`src/rtl/fs_pkg.sv`:
```
package fs_pkg;
  typedef enum logic [2:0] {
    S_IDLE = 3'd0,
    S_RST  = 3'd1,
    S_EXP  = 3'd2,
    S_LINE = 3'd3,
    S_GAP  = 3'd4,
    S_DONE = 3'd5
  } fs_state_e;
endpackage

```
`src/rtl/fs_timer.sv`:
```
module fs_timer #(
  parameter int W = 8
) (
  input  logic         clk,
  input  logic         rst_n,
  input  logic         ld_i,
  input  logic [W-1:0] ld_val_i,
  input  logic         en_i,
  output logic         zero_o
);
  logic [W-1:0] cnt_q;

  always_ff @(posedge clk) begin
    if (!rst_n)                    cnt_q <= '0;
    else if (ld_i)                 cnt_q <= ld_val_i;
    else if (en_i && cnt_q != '0)  cnt_q <= cnt_q - 1'b1;
  end

  assign zero_o = (cnt_q == '0);
endmodule

```
`src/rtl/fs_sat_cnt.sv`:
```
module fs_sat_cnt #(
  parameter int W = 8
) (
  input  logic         clk,
  input  logic         rst_n,
  input  logic         inc_i,
  output logic [W-1:0] cnt_o
);
  localparam logic [W-1:0] MAXV = '1;

  always_ff @(posedge clk) begin
    if (!rst_n)                     cnt_o <= '0;
    else if (inc_i && cnt_o != MAXV) cnt_o <= cnt_o + 1'b1;
  end
endmodule

```
`src/rtl/fs_ctrl.sv`:
```
module fs_ctrl
  import fs_pkg::*;
#(
  parameter int EXP_W   = 24,
  parameter int ROW_W   = 12,
  parameter int COL_W   = 12,
  parameter int PH_W    = 24,
  parameter int RST_CYC = 8,
  parameter int GAP_CYC = 4
) (
  input  logic             clk,
  input  logic             rst_n,
  input  logic             trig_i,
  input  logic [EXP_W-1:0] exp_i,
  input  logic [ROW_W-1:0] rows_i,
  input  logic [COL_W-1:0] cols_i,
  input  logic             ph_zero_i,
  input  logic             row_zero_i,
  output logic             ph_ld_o,
  output logic [PH_W-1:0]  ph_val_o,
  output logic             row_ld_o,
  output logic [ROW_W-1:0] row_val_o,
  output logic             row_en_o,
  output logic             busy_o,
  output logic             frame_req_o,
  output logic             sync_o,
  output logic             fval_o,
  output logic             lval_o,
  output logic             done_o
);
  fs_state_e  state_q, state_d;
  logic [EXP_W-1:0] exp_q;
  logic [COL_W-1:0] cols_q;
  logic             sync_q, sync_d;
  logic [PH_W-1:0]  exp_m1, cols_m1;

  assign exp_m1  = (exp_q  == '0) ? '0 : PH_W'(exp_q  - 1'b1);
  assign cols_m1 = (cols_q == '0) ? '0 : PH_W'(cols_q - 1'b1);

  always_comb begin
    state_d   = state_q;
    ph_ld_o   = 1'b0;
    ph_val_o  = '0;
    row_ld_o  = 1'b0;
    row_val_o = (rows_i == '0) ? '0 : rows_i - 1'b1;
    row_en_o  = 1'b0;
    sync_d    = 1'b0;
    unique case (state_q)
      S_IDLE: if (trig_i) begin
        state_d  = S_RST;
        ph_ld_o  = 1'b1;
        ph_val_o = PH_W'(RST_CYC - 1);
        row_ld_o = 1'b1;
      end
      S_RST: if (ph_zero_i) begin
        state_d  = S_EXP;
        ph_ld_o  = 1'b1;
        ph_val_o = exp_m1;
      end
      S_EXP: if (ph_zero_i) begin
        state_d  = S_LINE;
        ph_ld_o  = 1'b1;
        ph_val_o = cols_m1;
        sync_d   = 1'b1;
      end
      S_LINE: if (ph_zero_i) begin
        if (row_zero_i) state_d = S_DONE;
        else begin
          state_d  = S_GAP;
          ph_ld_o  = 1'b1;
          ph_val_o = PH_W'(GAP_CYC - 1);
          row_en_o = 1'b1;
        end
      end
      S_GAP: if (ph_zero_i) begin
        state_d  = S_LINE;
        ph_ld_o  = 1'b1;
        ph_val_o = cols_m1;
        sync_d   = 1'b1;
      end
      S_DONE:  state_d = S_IDLE;
      default: state_d = S_IDLE;
    endcase
  end

  always_ff @(posedge clk) begin
    if (!rst_n) begin
      state_q <= S_IDLE;
      exp_q   <= '0;
      cols_q  <= '0;
      sync_q  <= 1'b0;
    end else begin
      state_q <= state_d;
      sync_q  <= sync_d;
      if (state_q == S_IDLE && trig_i) begin
        exp_q  <= exp_i;
        cols_q <= cols_i;
      end
    end
  end

  assign busy_o      = (state_q != S_IDLE);
  assign frame_req_o = (state_q == S_RST) || (state_q == S_EXP);
  assign fval_o      = (state_q == S_LINE) || (state_q == S_GAP);
  assign lval_o      = (state_q == S_LINE);
  assign done_o      = (state_q == S_DONE);
  assign sync_o      = sync_q;

  p_req_after_trig_r2: assert property (@(posedge clk) disable iff (!rst_n)
    (!busy_o && trig_i) |=> frame_req_o);
  p_req_fval_excl_r3: assert property (@(posedge clk) disable iff (!rst_n)
    !(frame_req_o && fval_o));
  p_req_to_line_r3: assert property (@(posedge clk) disable iff (!rst_n)
    $fell(frame_req_o) |-> lval_o);
  p_lval_in_fval_r6: assert property (@(posedge clk) disable iff (!rst_n)
    lval_o |-> fval_o);
  p_sync_on_rise_r7: assert property (@(posedge clk) disable iff (!rst_n)
    $rose(lval_o) |-> sync_o);
  p_sync_in_line_r7: assert property (@(posedge clk) disable iff (!rst_n)
    sync_o |-> lval_o);
  p_fval_end_done_r8: assert property (@(posedge clk) disable iff (!rst_n)
    $fell(fval_o) |-> done_o);
  p_done_to_idle_r10: assert property (@(posedge clk) disable iff (!rst_n)
    done_o |=> (!busy_o && !done_o));
endmodule

```
`src/rtl/frame_seq.sv`:
```
module frame_seq #(
  parameter int EXP_W   = 24,
  parameter int ROW_W   = 12,
  parameter int COL_W   = 12,
  parameter int RST_CYC = 8,
  parameter int GAP_CYC = 4,
  parameter int OVR_W   = 8
) (
  input  logic             clk,
  input  logic             rst_n,
  input  logic             trig_i,
  input  logic [EXP_W-1:0] exp_cycles_i,
  input  logic [ROW_W-1:0] rows_i,
  input  logic [COL_W-1:0] cols_i,
  output logic             frame_req_o,
  output logic             sync_o,
  output logic             fval_o,
  output logic             lval_o,
  output logic             done_o,
  output logic [OVR_W-1:0] overrun_o
);
  localparam int RC_W  = $clog2(RST_CYC + GAP_CYC + 1);
  localparam int W_A   = (EXP_W > COL_W) ? EXP_W : COL_W;
  localparam int PH_W  = (W_A > RC_W) ? W_A : RC_W;
  localparam logic [OVR_W-1:0] OVR_MAX = '1;

  logic             ph_ld, ph_zero, row_ld, row_en, row_zero, busy;
  logic [PH_W-1:0]  ph_val;
  logic [ROW_W-1:0] row_val;

  fs_ctrl #(
    .EXP_W(EXP_W), .ROW_W(ROW_W), .COL_W(COL_W), .PH_W(PH_W),
    .RST_CYC(RST_CYC), .GAP_CYC(GAP_CYC)
  ) u_ctrl (
    .clk(clk), .rst_n(rst_n), .trig_i(trig_i),
    .exp_i(exp_cycles_i), .rows_i(rows_i), .cols_i(cols_i),
    .ph_zero_i(ph_zero), .row_zero_i(row_zero),
    .ph_ld_o(ph_ld), .ph_val_o(ph_val),
    .row_ld_o(row_ld), .row_val_o(row_val), .row_en_o(row_en),
    .busy_o(busy), .frame_req_o(frame_req_o), .sync_o(sync_o),
    .fval_o(fval_o), .lval_o(lval_o), .done_o(done_o)
  );

  fs_timer #(.W(PH_W)) u_phase_tmr (
    .clk(clk), .rst_n(rst_n), .ld_i(ph_ld), .ld_val_i(ph_val),
    .en_i(1'b1), .zero_o(ph_zero)
  );

  fs_timer #(.W(ROW_W)) u_row_tmr (
    .clk(clk), .rst_n(rst_n), .ld_i(row_ld), .ld_val_i(row_val),
    .en_i(row_en), .zero_o(row_zero)
  );

  fs_sat_cnt #(.W(OVR_W)) u_ovr (
    .clk(clk), .rst_n(rst_n), .inc_i(busy && trig_i), .cnt_o(overrun_o)
  );

  p_ovr_count_r9: assert property (@(posedge clk) disable iff (!rst_n)
    (busy && trig_i && overrun_o != OVR_MAX) |=> overrun_o == $past(overrun_o) + 1'b1);
  p_ovr_hold_r9: assert property (@(posedge clk) disable iff (!rst_n)
    !(busy && trig_i) |=> $stable(overrun_o));
  p_ovr_sat_r9: assert property (@(posedge clk) disable iff (!rst_n)
    (overrun_o == OVR_MAX) |=> overrun_o == OVR_MAX);
endmodule

```
`config.mk`:
```
export PLATFORM = sky130hd
export DESIGN_NAME = frame_seq
export DESIGN_NICKNAME = d
export VERILOG_FILES = /design/src/rtl/fs_pkg.sv /design/src/rtl/fs_timer.sv /design/src/rtl/fs_sat_cnt.sv /design/src/rtl/fs_ctrl.sv /design/src/rtl/frame_seq.sv
export SDC_FILE = /design/constraint.sdc
export NUM_CORES = 1
export LEC_CHECK = 0
export ABC_AREA = 1
export BUFFER_PORTS_ARGS = -buffer_cell sky130_fd_sc_hd__clkbuf_2
export CELL_PAD_IN_SITES_DETAIL_PLACEMENT = 0
export CELL_PAD_IN_SITES_GLOBAL_PLACEMENT = 1
export CORE_MARGIN = 4
export CORE_UTILIZATION = 39
export CTS_BUF_LIST = sky130_fd_sc_hd__clkbuf_4 sky130_fd_sc_hd__clkbuf_8
export DETAILED_ROUTE_END_ITERATION = 8
export PLACE_DENSITY_LB_ADDON = 0.05
export SYNTH_ARGS = -nofsm -noshare
export SYNTH_HDL_FRONTEND = slang
export SYNTH_SLANG_ARGS = --single-unit
```
`constraint.sdc`:
```
create_clock -name clk -period 1.58 [get_ports clk]
set_input_delay 0.079 -clock clk [delete_from_list [all_inputs] [get_ports clk]]
set_output_delay 0.079 -clock clk [all_outputs]
set_load 0.05 [all_outputs]
```
# After elaboration in Yosys (flattened, before gate mapping)
# Index checks and enable logic that the tools add are counted.
# Widths: inputs -> output; s select.
[word_totals] latch_bits=0 out_inout_bits=13 ramBits=0 mem_count=0 rom_bits=0 reg_bits=84
[classes] bitwise=0 shifts=0 n_reduce_logical=21 n_lt_le_gt_ge=0 mux=26 eq_ne=10 div=0 n_addsub=6 mul=0
[ops] operator="$mux 24" count=7
[ops] operator="$pmux 24 s4" count=1
[ops] operator="$logic_not 24->1" count=2
[ops] operator="$sub 24x1->24 const B" count=2
[ops] operator="$logic_not 12->1" count=3
[ops] operator="$mux 12" count=3
[ops] operator="$reduce_bool 24->1" count=1
[ops] operator="$sub 12x1->12 const B" count=2
[ops] operator="$mux 3" count=5
[ops] operator="$sub 12x1->13 const B" count=1
[ops] operator="$pmux 3 s4" count=1
[ops] operator="$reduce_bool 12->1" count=1
[ops] operator="$add 8x1->8 const B" count=1
[ops] operator="$ne 8x8->1 const B" count=1
[ops] operator="$mux 1" count=7
[ops] operator="$eq 3x2->1 const B" count=2
[ops] operator="$eq 3x3->1 const B" count=2
[ops] operator="$logic_and 1x1->1" count=4
[ops] operator="$ne 2x1->1 const B" count=2
[ops] operator="$ne 2x2->1 const B" count=2
[ops] operator="$reduce_and 4->1" count=1
[ops] operator="$reduce_bool 2->1" count=2
[ops] operator="$eq 3x1->1 const B" count=1
[ops] operator="$logic_not 3->1" count=1
[ops] operator="7 further kinds" count=8

# Logic depth before layout (Yosys ltp)
[logic_depth] ltp_word=7 depth_mapped=15

# Cells and area by module
# Synthesis repeated with hierarchy kept, for this count alone.
[hier_totals] cells_unflattened=1042 area_unflattened_um2=6517.5
[by_module_without_submodules] module="fs_ctrl" area_per_inst_um2=3210.6 seq_area_each_um2=800.8 instances=1 cells_per_inst=498
[by_module_without_submodules] module="fs_timer at u_phase_tmr" area_per_inst_um2=1893.1 seq_area_each_um2=480.5 instances=1 cells_per_inst=327
[by_module_without_submodules] module="fs_timer at u_row_tmr" area_per_inst_um2=905.9 seq_area_each_um2=240.2 instances=1 cells_per_inst=138
[by_module_without_submodules] module="fs_sat_cnt" area_per_inst_um2=496.7 seq_area_each_um2=160.2 instances=1 cells_per_inst=76
[by_module_without_submodules] module="frame_seq" area_per_inst_um2=11.3 seq_area_each_um2=0.0 instances=1 cells_per_inst=3

# Worst setup path before layout
# OpenSTA, ideal clock, no wires.
[synth_timing] path_type="flip-flop to flip-flop" start="register u_ctrl.state_q[2]" end="register u_ctrl.state_q[1]" t_arrival_ps=2456 setup_time_ps=70 stages_incl_launch_ff=10 n_path_buf=0 t_required_ps=1510 synth_period_minus_slack_ps=2526 slack_ps=-946 cell_sequence="dfxtp_1 inv_2 nand2_1 nor2_1 inv_1 o21ai_0 o21ai_0 nand2_1 o21ai_0 a21oi_1"
[synth_lines] item="start: declaration" line="fs_ctrl.sv:31" source="fs_state_e state_q, state_d;"
[synth_lines] item="start signal: assignment" line="fs_ctrl.sv:93" source="state_q <= state_d;"
[synth_lines] item="$eq 3x2->1 *"
[synth_lines] item="net lval_o" line="frame_seq.sv:18" source="output logic lval_o,"
[synth_lines] item="$ne 2x1->1 (no source line)"
[synth_lines] item="$reduce_and 4->1 (no source line)"
# Mark *: on every way through the listed nets, which the timed path passes. The rest lies on a longest branch.
# A chain may end at the register's enable or synchronous reset.

# Worst setup path in the final report
[layout_timing] start="register u_phase_tmr.cnt_q[21]" end="register u_row_tmr.cnt_q[9]"
[layout_between] elab_chain_len=5
[layout_lines] item="start: declaration" line="fs_timer.sv:11" source="logic [W-1:0] cnt_q;"
[layout_lines] item="start signal: assignment" line="fs_timer.sv:15" source="else if (ld_i) cnt_q <= ld_val_i;"
[layout_lines] item="start signal: assignment" line="fs_timer.sv:16" source="else if (en_i && cnt_q != '0) cnt_q <= cnt_q - 1'b1;"
[layout_lines] item="$logic_not 24->1" line="fs_timer.sv:19" source="assign zero_o = (cnt_q == '0);"
[layout_lines] item="$mux 1" line="fs_ctrl.sv:66" source="S_LINE: if (ph_zero_i) begin"
[layout_lines] item="$mux 1" line="fs_ctrl.sv:48" source="unique case (state_q)"
[layout_lines] item="$logic_and 1x1->1" line="fs_timer.sv:16"
[layout_lines] item="$reduce_bool 2->1 (no source line)"
[layout_lines] item="end signal: assignment" line="fs_timer.sv:15"
[layout_lines] item="end signal: assignment" line="fs_timer.sv:16"
[layout_lines] item="end: declaration" line="fs_timer.sv:11"
# No other way between the ends.

==> run summary <==
Fin. Hold Viols: 2
Hold WC Path Type: input pin to register
vias per inst: 5.01
Fin Hold WS: -6.40 ps
FP Rows: 43
htree depth: 3
detailed placer's ending HPWL: 14.4 mm
Max Slew Vio Count: 0
Longest Clk Path Bufs: 2
Ant. Diodes: 0
P_leak: 4.21 nW
IO Count: 64
Nets: 1231
Reg area: 1720 µm²
CTS clk-pin slew, worst paths: 100 ps
IO buf count: 63
switching share of total power: 0.477
Combinational Power Share: 0.744
Fill cells: 1265
Tot Pwr: 20.4 mW
Worst EP arrival: 2030 ps
Via Count: 6792
reported max-cap violation count: 0
initial cell density of the core: 0.402
flop2flop setup slack: -170 ps
CP required: 1850 ps
crit path max fanout: 8
Total GRT Usage: 0.237
initial antenna violation count: 0
mean area per synthesized cell: 6.36 µm²
critical path launch point type: register
Detailed Route WL: 19.5 mm
pwr dens: 2250 nW/µm²
worst clock skew: 10.4 ps
total net switching power: 9.71 mW
Avg WL per Cell: 14.4 µm
layout cell share with drive strength beyond 1: 0.404
#FFs+latches synth: 84
largest net degree at the start of global routing: 33
Seq/Total Area, Yosys: 0.298
Core Area: 14000 µm²
DRC violation total after the first TritonRoute iteration: 327
Slew headroom: 0.734
failing checks: hold timing, setup timing
Ys Warns: 0
min Tclk post-route: 1750 ps
ANT nets after route: 0
clk sink count: 84
Critical Path Slowest Stage Cell: dfxtp_4
Critical Path Most Common Cell: nor2_4
CTS tree: yes
Max Clk Rate: 0.570 GHz
Die W: 128 µm
Largest stage delay, worst path: 360 ps
Die ar.: 16500 µm²
DRC Markers: 0
synth unique cells: 43
Reg power frac: 0.169
critical-path cell list: nor2_4 > nand2_2 > nor2_4 > nand3_4 > nand2_4 > nand2_8 > buf_4 > buf_12 > a31oi_2 > a21oi_2
first-pass GRT wire length: 31.4 mm
DR pass1 iterations: 5
status: finished, violations left
die height: 128 µm
final setup vio count: 39
Inserted Clock Buffers: 9
Clock Power Share: 0.087
Area Overhead vs Synth: 60.3%
Slew @ Worst Pin: 399 ps
Final period util: 1.11
CP top delay family: simple AND/OR/NAND/NOR gates
Worst Setup Path Type: register to register
Post-Syn Instances: 887
synthesized netlist net count: 947
multi-input logic area: 4180 µm²
unrepaired setup endpoints after global routing: yes
GPL Wtd Cong: 0.916
final worst slack: -175 ps
peak supply drop: 1.04 mV
Internal: 10.7 mW
CP endpoint kind: register
Cell Area, Synth: 5650 µm²
vias in the first global route: 6827
CP bufs+invs: 2
Worst-Skew Late Latency: 380 ps
Clock Tree Root: clkbuf_8
grt total ovfl: 0
[repair_timing]
action,in CTS,in global routing
pin swaps,35,27
setup buffers,22,24
setup endpoints to repair,57,64
hold buffers,28,0
endpoints found under the hold margin,28,0
cloned,2,1
resized for setup,98,130
[registers in the layout, indices dropped and copies added (netlist names)]
signal / flops
u_ctrl.state_q: 3
u_phase_tmr.cnt_q: 24
u_ovr.cnt_o: 8
u_ctrl.cols_q: 12
u_ctrl.sync_o: 1
u_ctrl.exp_q: 24
u_row_tmr.cnt_q: 12
[tightest hold or removal path, stage by stage]
cell and delay, ps:
clkbuf_2 90, o21ai_2 120, a21oi_1 50
[worst paths after layout]
check / startpoint / to / depth (start not counted)
worst max-delay path: u_phase_tmr.cnt_q[21]$_SDFFE_PN0P_ / u_row_tmr.cnt_q[9]$_SDFFE_PN0P_ / 10
worst min-delay path: exp_cycles_i[18] / u_ctrl.exp_q[18]$_SDFFE_PN0P_ / 3
worst max register to register: u_phase_tmr.cnt_q[21]$_SDFFE_PN0P_ / u_row_tmr.cnt_q[9]$_SDFFE_PN0P_ / 10
worst min register to register: u_ovr.cnt_o[3]$_SDFFE_PN0P_ / u_ovr.cnt_o[3]$_SDFFE_PN0P_ / 1
[layout make-up]
cell class / instances / area share
multi-input combinational: 688 / 0.462
inverter: 93 / 0.0427
timing repair buffer: 295 / 0.255
clock inverter: 7 / 0.0112
sequential: 84 / 0.190
tap: 180 / 0.0249
clock buffer: 9 / 0.0137
[metrics by stage]
stage / utilization / worst slack, ps / instances / cell area (µm²) / setup TNS, ps
after global routing: 0.644 / -276 / 1356 / 9050 / -8630
after floorplan: - / -75.8 / 887 / 5730 / -1500
after global placement: 0.525 / -316 / 1265 / 7380 / -9140
after detailed placement: 0.525 / -339 / 1265 / 7380 / -9910
final: 0.644 / -175 / 1356 / 9050 / -4290
after CTS: 0.601 / -152 / 1333 / 8440 / -2950
[routing by layer]
metal | wire length [µm] | global-route usage
met4 | 643 | 0.0968
met2 | 9690 | 0.412
met3 | 787 | 0.0454
met1 | 8370 | 0.285
met5 | 0 | 0
[power groups by stage]
stage	registers [mW]	logic [mW]	clock network [mW]
3_3_place_gp	3.34	11.7	0
6_report	3.44	15.2	1.78
2_1_floorplan	3.39	7.12	0
5_1_grt	3.53	16.6	1.91
4_1_cts	3.39	13.4	1.83
3_5_place_dp	3.36	11.8	0
[layout by cell type, fill, tap and decap left out, types with 6 or more instances in the layout]
master,netlist,routed
nor3_1,11,7
nand2_2,5,19
dlygate4sd3_1,0,28
dfxtp_1,84,65
buf_4,2,181
clkbuf_8,0,9
nand2_1,203,179
nand3_1,70,58
xnor2_1,13,13
nor2_2,21,30
buf_6,4,16
clkbuf_2,0,59
o21ai_2,0,14
inv_2,6,13
nand3_2,3,10
nor2_1,134,107
nand3_4,2,7
o21ai_0,55,30
nand2_4,4,9
a21oi_1,61,52
o21ai_1,11,18
nand4_1,20,20
nand2_8,0,6
inv_1,84,72
xor2_1,30,28
buf_12,0,6
dfxtp_2,0,14
a21oi_2,1,8
nor2_4,4,22
[cell families after synthesis]
| kind of cell | synth area share |
|---|---|
| compound gates | 0.133 |
| xor+xnor | 0.0667 |
| fa+ha+maj | 0.0199 |
| buf+inv | 0.0855 |
| flops | 0.298 |
| simple gates | 0.396 |
[Yosys cell counts]
master    number  area [µm²]
nand3b_1       5        37.5
nor3_2         1        10.0
a21o_1         1        7.51
nor2_8         1        20.0
or2_1          2        12.5
buf_6          4        45.0
nor4_1         2        12.5
buf_4          2        15.0
a21oi_1       61         305
o211ai_2       1        12.5
nor3_1        11        55.1
dfxtp_1       84        1680
o21ai_1       11        55.1
nand3_2        3        30.0
o211ai_1       2        15.0
inv_2          6        22.5
nor2_2        21         131
clkinv_2       1        5.00
nand2_1      203         762
nor2_1       134         503
buf_2          5        25.0
nor3b_1        1        7.51
and3_1         1        6.26
nand2_4        4        45.0
o22ai_1        4        25.0
o21a_1         1        7.51
xnor2_1       13         114
ha_1           9         113
or2_2          3        18.8
inv_1         84         315
inv_4          1        6.26
a31oi_1        4        25.0
nor2_4         4        45.0
nand3_4        2        35.0
a21oi_4        1        16.3
clkinv_1       1        3.75
a21oi_2        1        8.76
nand2_2        5        31.3
nand4_1       20         125
o21ai_0       55         275
clkbuf_1      12        45.0
nand3_1       70         350
xor2_1        30         263
Power figures use the tool's default switching activity.
